File: src/rtl/pll_divider_core.sv
module pll_divider_core #(
  parameter int NW       = 15,
  parameter int LOCK_CYC = 4,
  parameter int LOCK_WIN = 6
) (
  input  logic          clk,
  input  logic          rst_n,
  input  logic          vco_tick,
  input  logic          ref_tick,
  input  logic [NW-1:0] n_word,
  input  logic [1:0]    ref_sel,
  input  logic          cp_off,
  input  logic          tst_en,
  input  logic          drv_off,
  input  logic          cp_hi_sel,
  output logic          pump_up,
  output logic          pump_dn,
  output logic          cp_hi,
  output logic          drv_en,
  output logic          tst_vco,
  output logic          tst_ref,
  output logic          locked
);
  localparam int RW = 11;
  localparam int WW = $clog2(LOCK_WIN + 2);
  localparam int GW = $clog2(LOCK_CYC + 1);

  logic [NW-1:0] vcnt;
  logic [RW-1:0] rcnt, rload;
  logic          vdiv, rdiv, up_ff, dn_ff, lock_q;
  logic [WW-1:0] wcnt;
  logic [GW-1:0] good;

  wire ref_on = |ref_sel;
  wire both   = up_ff & dn_ff;
  wire act    = ref_on & ~cp_off;
  wire bad    = wcnt > WW'(LOCK_WIN);

  always_comb
    case (ref_sel)
      2'b01:   rload = RW'(1024);
      2'b10:   rload = RW'(256);
      default: rload = RW'(512);
    endcase

  always_ff @(posedge clk or negedge rst_n)
    if (!rst_n) begin
      vcnt <= '0;
      vdiv <= 1'b0;
    end else begin
      vdiv <= vco_tick && (vcnt <= NW'(1));
      if (vco_tick) vcnt <= (vcnt <= NW'(1)) ? n_word : vcnt - NW'(1);
    end

  always_ff @(posedge clk or negedge rst_n)
    if (!rst_n) begin
      rcnt <= '0;
      rdiv <= 1'b0;
    end else if (!ref_on) begin
      rcnt <= '0;
      rdiv <= 1'b0;
    end else begin
      rdiv <= ref_tick && (rcnt <= RW'(1));
      if (ref_tick) rcnt <= (rcnt <= RW'(1)) ? rload : rcnt - RW'(1);
    end

  always_ff @(posedge clk or negedge rst_n)
    if (!rst_n) begin
      up_ff <= 1'b0;
      dn_ff <= 1'b0;
      wcnt  <= '0;
    end else if (!ref_on || both) begin
      up_ff <= 1'b0;
      dn_ff <= 1'b0;
      wcnt  <= '0;
    end else begin
      up_ff <= up_ff | rdiv;
      dn_ff <= dn_ff | vdiv;
      if ((up_ff ^ dn_ff) && !bad) wcnt <= wcnt + WW'(1);
    end

  always_ff @(posedge clk or negedge rst_n)
    if (!rst_n) begin
      good   <= '0;
      lock_q <= 1'b0;
    end else if (!ref_on || bad) begin
      good   <= '0;
      lock_q <= 1'b0;
    end else if (both) begin
      if (good < GW'(LOCK_CYC)) good <= good + GW'(1);
      if (good >= GW'(LOCK_CYC - 1)) lock_q <= 1'b1;
    end

  assign pump_up = up_ff & act;
  assign pump_dn = dn_ff & act;
  assign cp_hi   = cp_hi_sel;
  assign drv_en  = ~drv_off;
  assign tst_vco = tst_en & vdiv;
  assign tst_ref = tst_en & rdiv;
  assign locked  = lock_q;

  a_r2_pulse_needs_tick: assert property (@(posedge clk) disable iff (!rst_n)
    vdiv |-> $past(vco_tick));
  a_r3_load_at_terminal: assert property (@(posedge clk) disable iff (!rst_n)
    vdiv |-> vcnt == $past(n_word));
  a_r4_off_no_ref: assert property (@(posedge clk) disable iff (!rst_n)
    !ref_on |=> !rdiv);
  a_r5_overlap_one_cycle: assert property (@(posedge clk) disable iff (!rst_n)
    both |=> !up_ff && !dn_ff);
  a_r9_drop_on_wide: assert property (@(posedge clk) disable iff (!rst_n)
    bad |=> !lock_q);
  a_r9_rise_on_compare: assert property (@(posedge clk) disable iff (!rst_n)
    $rose(lock_q) |-> $past(both));
endmodule

File: config.mk
export PLATFORM = sky130hd
export DESIGN_NAME = pll_divider_core
export DESIGN_NICKNAME = d
export VERILOG_FILES = /design/src/rtl/pll_divider_core.sv
export SDC_FILE = /design/constraint.sdc
export NUM_CORES = 1
export LEC_CHECK = 0
export ABC_AREA = 1
export BUFFER_PORTS_ARGS = -buffer_cell sky130_fd_sc_hd__buf_4
export CORE_MARGIN = 2
export CORE_UTILIZATION = 45
export CTS_CLUSTER_DIAMETER = 30
export DETAILED_ROUTE_END_ITERATION = 10
export PLACE_DENSITY_LB_ADDON = 0.2
export SETUP_SLACK_MARGIN = 0.3
export SYNTH_ARGS = -nofsm -noshare
export SYNTH_HDL_FRONTEND = slang
export SYNTH_SLANG_ARGS = --single-unit
File: constraint.sdc
create_clock -name clk -period 4 [get_ports clk]
set_input_delay 0 -clock clk [delete_from_list [all_inputs] [get_ports clk]]
set_output_delay 0 -clock clk [all_outputs]
set_load 0.005 [all_outputs]
[Word level (Yosys, flattened, before mapping)]
Index checks and enable logic that the tools add are counted.
Word-level totals
  register bits: 37
  output and inout bits: 7
  logic and storage cells: 62
Cells by class
  reduce and logical (&&, ||, !) cells: 14
  muxes and demuxes: 16
  equal/unequal tests: 3
  add/subtract/negate cells: 4
  $lt $le $gt $ge: 5
  bitwise gates (word level): 11
Operators by type and width (count)
  $mux W11: 3
  $pmux W11 S2: 1
  $le A15 B1 Y1 const B: 1
  $mux W15: 1
  $mux W3: 5
  $sub A15 B1 Y15 const B: 1
  $le A11 B1 Y1 const B: 1
  $sub A11 B1 Y11 const B: 1
  $reduce_bool A2 Y1: 4
  $add A3 B1 Y3 const B: 2
  $and A1 B1 Y1: 6
  $mux W1: 6
  $reduce_and A2 Y1: 2
  $ge A3 B2 Y1 const B: 1
  $gt A3 B3 Y1 const B: 1
  $logic_and A1 B1 Y1: 3
  $lt A3 B3 Y1 const B: 1
  $eq A2 B1 Y1 const B: 1
  $eq A2 B2 Y1 const B: 1
  $logic_not A1 Y1: 2
  $logic_or A1 B1 Y1: 2
  $ne A2 B2 Y1 const B: 1
  $not A1 Y1: 2
  $or A1 B1 Y1: 2
  2 further kinds: 2

[Depth between registers and ports, before layout]
Gate-level depths: netlist of the first run.
  depth after elaboration: 5
  gate-level depth with buffers: 11
  mapped depth without buffers: 11

[Worst setup path before layout of the first run]
No wires, ideal clock.
  kind: reg-to-reg
  from: reg wcnt[0]
  to: reg good[1]
  setup slack: 2.657 ns
  arrival: 1.226 ns
  data required time: 3.882 ns
  stages on the path, launching flop included: 9
  buffers on the path: 0
  period minus slack after synthesis: 1.343 ns
  setup time: 0.118 ns
  cell sequence: dfrtp_1 > inv_1 > ha_1 > nand3b_1 > nand2_1 > a21oi_1 > nor2_1 > a21oi_1 > inv_1
On the way
  word-level cells in the longest chain between the ends: 4
  elaborated cells between the ends (all ways): 6
  those cells by class: order compare: 1; mux: 1; reduce/logical: 4
RTL lines
  start, declared: RTL line 31  | logic [WW-1:0] wcnt;
  start signal, assigned: RTL line 79  | if ((up_ff ^ dn_ff) && !bad) wcnt <= wcnt + WW'(1);
  $gt A3 B3 Y1 *: RTL line 37  | wire bad = wcnt > WW'(LOCK_WIN);
  $logic_or A1 B1 Y1 *: RTL line 86  | end else if (!ref_on || bad) begin
  $reduce_bool A2 Y1 (no line)
  $reduce_and A2 Y1 (no line)
  end signal, assigned: RTL line 90  | if (good < GW'(LOCK_CYC)) good <= good + GW'(1);
  end, declared: RTL line 32  | logic [GW-1:0] good;
Mark *: on every way between the ends. The rest lies on a longest branch, timed or not.
A chain may end at the register's enable or synchronous reset.

[Final worst setup path of the first run]
  from: reg vcnt[11]
  to: reg vcnt[7]
On the way
  word-level cells in the longest chain between the ends: 2
RTL lines
  start, declared: RTL line 28  | logic [NW-1:0] vcnt;
  start signal, assigned: RTL line 52  | if (vco_tick) vcnt <= (vcnt <= NW'(1)) ? n_word : vcnt - NW'(1);
  $le A15 B1 Y1: RTL line 52
  $mux W15: RTL line 52
No other way between the ends.

==> results of run 1 <==
-- power groups by stage --
stage | Combinational [mW] | Sequential [mW] | Clock (mW)
global route | 0.996 | 0.707 | 0.315
global placement | 0.825 | 0.684 | 0
floorplan | 0.688 | 0.650 | 0
CTS | 0.854 | 0.681 | 0.300
detailed placement | 0.834 | 0.687 | 0
finish | 0.843 | 0.680 | 0.289
-- final timing paths --
kind / endpoint / start / slack, ns / cells past startpoint
worst max-delay path: vcnt[7] / vcnt[11] / 2.49 / 10
min in group asynchronous: good[2] / rst_n / 0.20 / 2
max in group asynchronous: rcnt[2] / rst_n / 3.45 / 2
worst min register to register: locked / locked / 0.50 / 2
worst min-delay path: cp_hi / cp_hi_sel / 0.00001 / 0
worst max register to register: vcnt[7] / vcnt[11] / 2.49 / 10
-- cell usage after synthesis, drive strengths merged, types with 2 or more instances --
cell type,instances,area [sq um]
nand3b,3,22.5
nor3,4,30.0
o21ai,7,38.8
xnor2,4,35.0
a21oi,10,50.1
nor3b,2,15.0
dfrtp,37,926
buf,4,35.0
xor2,7,61.3
nand2,97,379
nand3,40,210
inv,42,160
o31ai,3,22.5
ha,12,150
nand4,4,25.0
nor2,49,226
-- per-layer routing --
| layer | up-vias | wire (microns) | part of all wire, % | track usage, % |
|---|---|---|---|---|
| met5 | - | 0 | 0 | 0 |
| met4 | 0 | 69 | 1.4 | 8.39 |
| met3 | 5 | 200 | 4.0 | 4.07 |
| met2 | 39 | 2320 | 47 | 30.2 |
| met1 | 972 | 2360 | 48 | 23.7 |
| li1 | 1137 | - | - | - |
-- stage by stage --
stage          util [%]  power (mW)  worst slack (ns)
2_1_floorplan         -        1.34              2.66
3_3_place_gp       52.3        1.51              2.48
3_5_place_dp       52.3        1.52              2.48
4_1_cts            57.0        1.83              2.47
5_1_grt            57.0        2.02              2.27
6_report           57.0        1.81              2.49
-- critical path: stages, from the launching register on --
cell      delay [ns]
dfrtp_1         0.42
nor2_1          0.21
nand2_1         0.09
nor2_1          0.10
nand2_1         0.09
nand2_4         0.20
nand2_1         0.11
clkinv_1        0.07
nand2_1         0.04
nand2_1         0.05
inv_1           0.03
-- registers in the layout, summed over array words and instances, names as in the netlist --
| register | cells |
|---|---|
| wcnt | 3 |
| locked | 1 |
| good | 3 |
| rcnt | 11 |
| vdiv | 1 |
| vcnt | 15 |
| dn_ff | 1 |
| rdiv | 1 |
| up_ff | 1 |
-- final cells by class --
| cell class | count | area, sq um | share of cell area, % |
|---|---|---|---|
| multi-input combinational | 246 | 1290 | 44.2 |
| sequential | 37 | 926 | 31.6 |
| timing repair buffer | 43 | 358 | 12.2 |
| inverter | 43 | 164 | 5.59 |
| clock buffer | 7 | 96.3 | 3.29 |
| tap | 70 | 87.6 | 2.99 |
| clock inverter | 1 | 5.00 | 0.171 |
-- layout by cell type, fill, tap and decap left out, types with 7 or more instances in the layout --
| cell | count |
|---|---|
| dlygate4sd3_1 | 14 |
| nand2_1 | 93 |
| nor2_2 | 8 |
| nand3_1 | 38 |
| a21oi_1 | 10 |
| xor2_1 | 7 |
| clkbuf_8 | 7 |
| dfrtp_1 | 37 |
| nor2_1 | 38 |
| buf_4 | 29 |
| inv_1 | 40 |
| ha_1 | 12 |
-- kinds of logic (layout without fill, tap and decap cells) --
logic type	after synthesis	count (layout)	share of synthesized area [%]
AO/OA/AOI/OAI	23	23	5.52
XOR/XNOR	11	11	3.98
adder cells (fa/ha/maj)	12	12	6.19
buffers and inverters	48	94	8.36
flip-flops	37	37	38.2
AND/OR/NAND/NOR	200	200	37.7
==> impl_results.md, run 1 <==
* CTS tree: done
* CP endpoint kind: flop
* Cells after DPL at 425
* Final instance area at a little under 3000 sq um
* Net Sw Frac at 43.8%
* Starting Density at 47.2%
* Count of clock tree sinks at 37
* Syn_nets at 368
* Die area at ~6000 sq um
* Rows at 26
* Final setup viols at 0
* Max VDD drop at between 200 and 300 uV
* Post_cts resized at 0
* Post-synth EDFFs at 0
* Nets at between 400 and 500
* Number of top-level pins at 32
* PwrDens at between 600 and 700 nW/um^2
* Avg Synthesized Cell Area at approximately 7.3 sq um
* Min cycle time layout at 1.51 ns
* Final Max Tran Viols at 0
* Required time worst endpoint at about 4.2 ns
* Synth unique cells at 33
* Crit share post-route at between 30 and 40%
* Antenna cells at 0
* Measured slew at the worst slew-check pin at between 0.4 and 0.5 ns
* Max-Cap Viols at 0
* F_max at 0.663 GHz
* Hold Buf Count CTS at 14
* Die H at about 77 microns
* Worst skew pair latency at between 0.2 and 0.3 ns
* RSZ-0062 raised after global routing: no
* Global-route wire length before repair at between 9000 and 10000 microns
* Routed WL per cell at ~11 microns
* Synthesized flop and latch total at 37
* # DRC at 0
* Leak at approximately 1.5 nW
* Layout cells sized above 1 at 15.9%
* Total wire length at 4950 microns
* Area Growth Syn to Fin at 21.0%
* Slew margin rel. at between 60% and 70%
* Clock share of power at between 10% and 20%
* Register area share after synthesis at about two fifths
* Top FF cell, synth: dfrtp_1
* WS Path Type: flop to flop
* HP Class: input pin to output pin
* ANT nets after route at 0
* RD Place Congestion at 0.843
* Core area at 5140 sq um
* Placed cell area at 2690 sq um
* Die X at ~77 microns
* Crit start category: flop
* Clock Tree Root: clkbuf_8
* CP Max Fanout at 17
* Final setup TNS at 0 ns
* Worst Path Arrival at 1.70 ns
* Seq pwr share at 37.5%
* Initial antenna violation count at 0
* Total grt overflow at 0
* Via density at between 4 and 5
* Worst clock skew at between 0.006 and 0.007 ns
* Fillers at a little over 500
* CTS H-tree lvls at 2
* Post-CTS Setup Bufs at 0
* Port bufs at 29
* Status: completed
* Drt first pass iters at 4
* P_int at roughly 1.0 mW
* CTS buffer count at 5
* Starting DRT DRC Count at 76
* Maximum root-to-sink buffer count at 2
* Final Hold Fails at 0
* Logic gate share of total power at roughly 47%
* Worst-path clk slew at 0.08 ns
* Routed via count at between 2000 and 2500
* Mapped Area at approximately 2400 sq um
* HPWL after detailed placement at roughly 3500 microns
* Instance count of the mapped netlist at ~330
* Global-route usage over all layers at between 10% and 20%
* Vias in the first global route at 2096
* Switch Pwr at 0.794 mW
* Synth warn at 0
* Largest net degree at the start of global routing at 38
* Worst Hold Slack at approximately 0.000011 ns
* Post-synth ARST share at 100%
* Finished Layout Cells at roughly 450
Power figures use the tool's default switching activity.
==> run 2: changes to the inputs <==
Clock period 4 ns to 1.4 ns, I/O delays scaled along.
==> run 2 against run 1 <==
- the run now ends with negative setup slack left
- worst setup slack worse by 2.6 ns
- worst hold slack is essentially flat
- critical path type unchanged
- cell count rose by 13%
- clock power grew to 2.9 times the previous value
- non-clock buffer count grew 60
- sequential power rose to 3.0 times the previous value
- combinational power increased to 6.0 times the previous value
- power rose to 4.3 times the previous value
- register-to-register slack got worse by 2.6 ns
- wire length increased by 53%
- sequential share of layout area down 8.2 points
- final area grew 36%
==> impl_results.md, run 2 (synthesis gave the netlist of run 1 again) <==
* Layout cells sized above 1 at 48.7% (+33 points)
* Leak at 1.99 nW (+29%)
* RD Place Congestion at 0.802 (-4.8%)
* Required time worst endpoint at 1.60 ns (-2.59 ns)
* Routed WL per cell at 14.9 microns (+34%)
* Hold path depth at 0 (unchanged)
* CTS buffer count at 5 (unchanged)
* Cell family with most CP delay: flip-flops
* Max-Cap Viols at 0 (unchanged)
* Register area at 931 sq um (+0.54%)
* Clock share of power at 10.7% (-5.3 points)
* Die X at 77.4 microns (unchanged)
* ANT nets after route at 0 (unchanged)
* Worst skew pair latency at 0.29 ns (about the same)
* Logic gate share of total power at 63.6% (+17 points)
* Starting DRT DRC Count at 122 (+61%)
* R2R Path Start: wcnt[0]
* Measured slew at the worst slew-check pin at 0.494 ns (+0.0115 ns)
* Starting Density at 47.2% (unchanged)
* Core area at 5140 sq um (unchanged)
* Vias in the first global route at 2458 (+17%)
* Crit share post-route at 108% (+71 points)
* Worst clock skew at 0.00647 ns (-0.000244 ns)
* Total wire length at 7550 microns (+53%)
* Largest net degree at the start of global routing at 38 (unchanged)
* Final Total Pwr at 7.88 mW (+330%)
* Via density at 5.17 (+7.2%)
* Area occupied by multi-input gates at 1800 sq um (+39%)
* # DRC at 0 (unchanged)
* PwrDens at 1980 nW/um^2 (+220%)
* Critical Path Source: wcnt[0]
* Crit start category: flop
* CP endpoint kind: flop
* Number of top-level pins at 32 (unchanged)
* Worst Path Arrival at 1.72 ns (+0.02 ns)
* Total grt overflow at 0 (unchanged)
* CTS H-tree lvls at 2 (unchanged)
* Global-route wire length before repair at 10800 microns (+20%)
* FF-to-FF setup slack at -0.12 ns (-2.61 ns)
* Nets at 473 (+15%)
* PnR worst setup slack at -0.116 ns (-2.61 ns)
* P_int at 4.34 mW (+330%)
* Max FFs per register at 15 (unchanged)
* CTS tree: done
* Min cycle time layout at 1.52 ns (+0.00781 ns)
* R2R depth at 7 (-3)
* Crit-path cells: inv_2 > ha_4 > nand3b_1 > nand2_2 > buf_6 > buf_6 > o31ai_2
* Worst hold start: cp_hi_sel
* Switch Pwr at 3.54 mW (+350%)
* Worst path most repeated cell: buf_6
* Biggest register: vcnt
* CP max stage delay at 0.40 ns (-0.02 ns)
* Worst-path clk slew at 0.08 ns (about the same)
* Seq pwr share at 25.7% (-12 points)
* Routed via count at 2619 (+22%)
* Global-route usage over all layers at 22.1% (+3.5 points)
* Rows at 26 (unchanged)
* WS Path Type: flop to flop
* RSZ-0062 raised after global routing: yes
* Violated checks: negative setup slack
* Fin util at 77.4% (+20 points)
* Initial antenna violation count at 0 (unchanged)
* Die area at 5990 sq um (unchanged)
* Net Sw Frac at 44.9% (+1.1 points)
* Largest registers: vcnt: 15 flops, rcnt: 11 flops
* R2r endpoint: good[2]
* Drt first pass iters at 4 (unchanged)
* HP Class: input pin to output pin
* Fillers at 343 (-33%)
* F_max at 0.659 GHz (-0.51%)
* CP Max Fanout at 4 (-13)
* Port bufs at 29 (unchanged)
* Maximum root-to-sink buffer count at 2 (unchanged)
* HPWL after detailed placement at 3790 microns (+9.8%)
* Slowest-stage cell, CP: dfrtp_1
* CP Buf/Inv Count at 3 (+1)
* Clock Tree Root: clkbuf_8
* Antenna cells at 0 (unchanged)
* Final setup TNS at -1.21 ns (-1.21 ns)
* Slew margin rel. at 67.1% (-0.77 points)
* Most frequent cells in the layout: nand2_1 (73), buf_4 (73), dfrtp_1 (33)
* Status: finished, violations left
* Die H at 77.4 microns (unchanged)
* Worst hold endpoint: cp_hi
* Count of clock tree sinks at 37 (unchanged)
* Area Growth Syn to Fin at 64.2%
* Final Max Tran Viols at 0 (unchanged)
* Final Hold Fails at 0 (unchanged)
* Max VDD drop at 1030 uV (+290%)
* Final setup viols at 24 (+24)
run 2: cell type report:
type | instances | area share, %
Sequential cell | 37 | 23.4
Timing Repair Buffer | 103 | 22.4
Clock inverter | 1 | 0.126
Inverter | 43 | 4.18
Clock buffer | 7 | 2.42
Tap cell | 70 | 2.20
Multi-Input combinational cell | 246 | 45.2
run 2: power groups by stage:
stage / Combinational (mW) / Clock, mW / Sequential, mW
2_1_floorplan: 2.14 / 0 / 1.89
6_report: 5.02 / 0.840 / 2.03
3_5_place_dp: 2.88 / 0 / 1.96
5_1_grt: 5.44 / 0.905 / 2.06
3_3_place_gp: 2.82 / 0 / 1.95
4_1_cts: 3.88 / 0.844 / 1.90
run 2: routing by layer:
layer  global-route usage [%]  up-vias  wire [microns]
li1                         -     1258               -
met1                     26.6     1266            3070
met2                     39.8       77            4050
met3                     4.19       18             269
met4                     6.79        0             164
met5                        0        -               0
run 2: timing repair:
| action | 4_1_cts | 5_1_grt |
|---|---|---|
| endpoints found under the setup margin | 35 | 37 |
| pin swaps | 26 | 32 |
| hold buffers | 12 | 0 |
| cloned | 0 | 1 |
| setup buffers | 32 | 14 |
| gates resized for setup | 45 | 77 |
| endpoints found under the hold margin | 48 | 0 |
run 2: stage by stage:
step                      cells  hold WS [ns]  cell area, sq um  setup slack, ns
after global placement      440     0.0000601              2880           0.0398
after detailed placement    440      -0.00121              2880          -0.0110
after global routing        507     0.0000169              3980           -0.187
after floorplan             331        -0.296              2500            0.119
final                       507    0.00000226              3980           -0.116
after CTS                   492     0.0000601              3520          -0.0151
run 2: how the worst max path moves through the flow:
stage	to	slack, ns	cells past startpoint
2_1_floorplan	vcnt[10]	0.12	9
3_3_place_gp	vcnt[7]	0.04	10
3_5_place_dp	vcnt[4]	-0.01	9
4_1_cts	vcnt[5]	-0.02	10
5_1_grt	vcnt[0]	-0.19	9
6_report	good[2]	-0.12	7
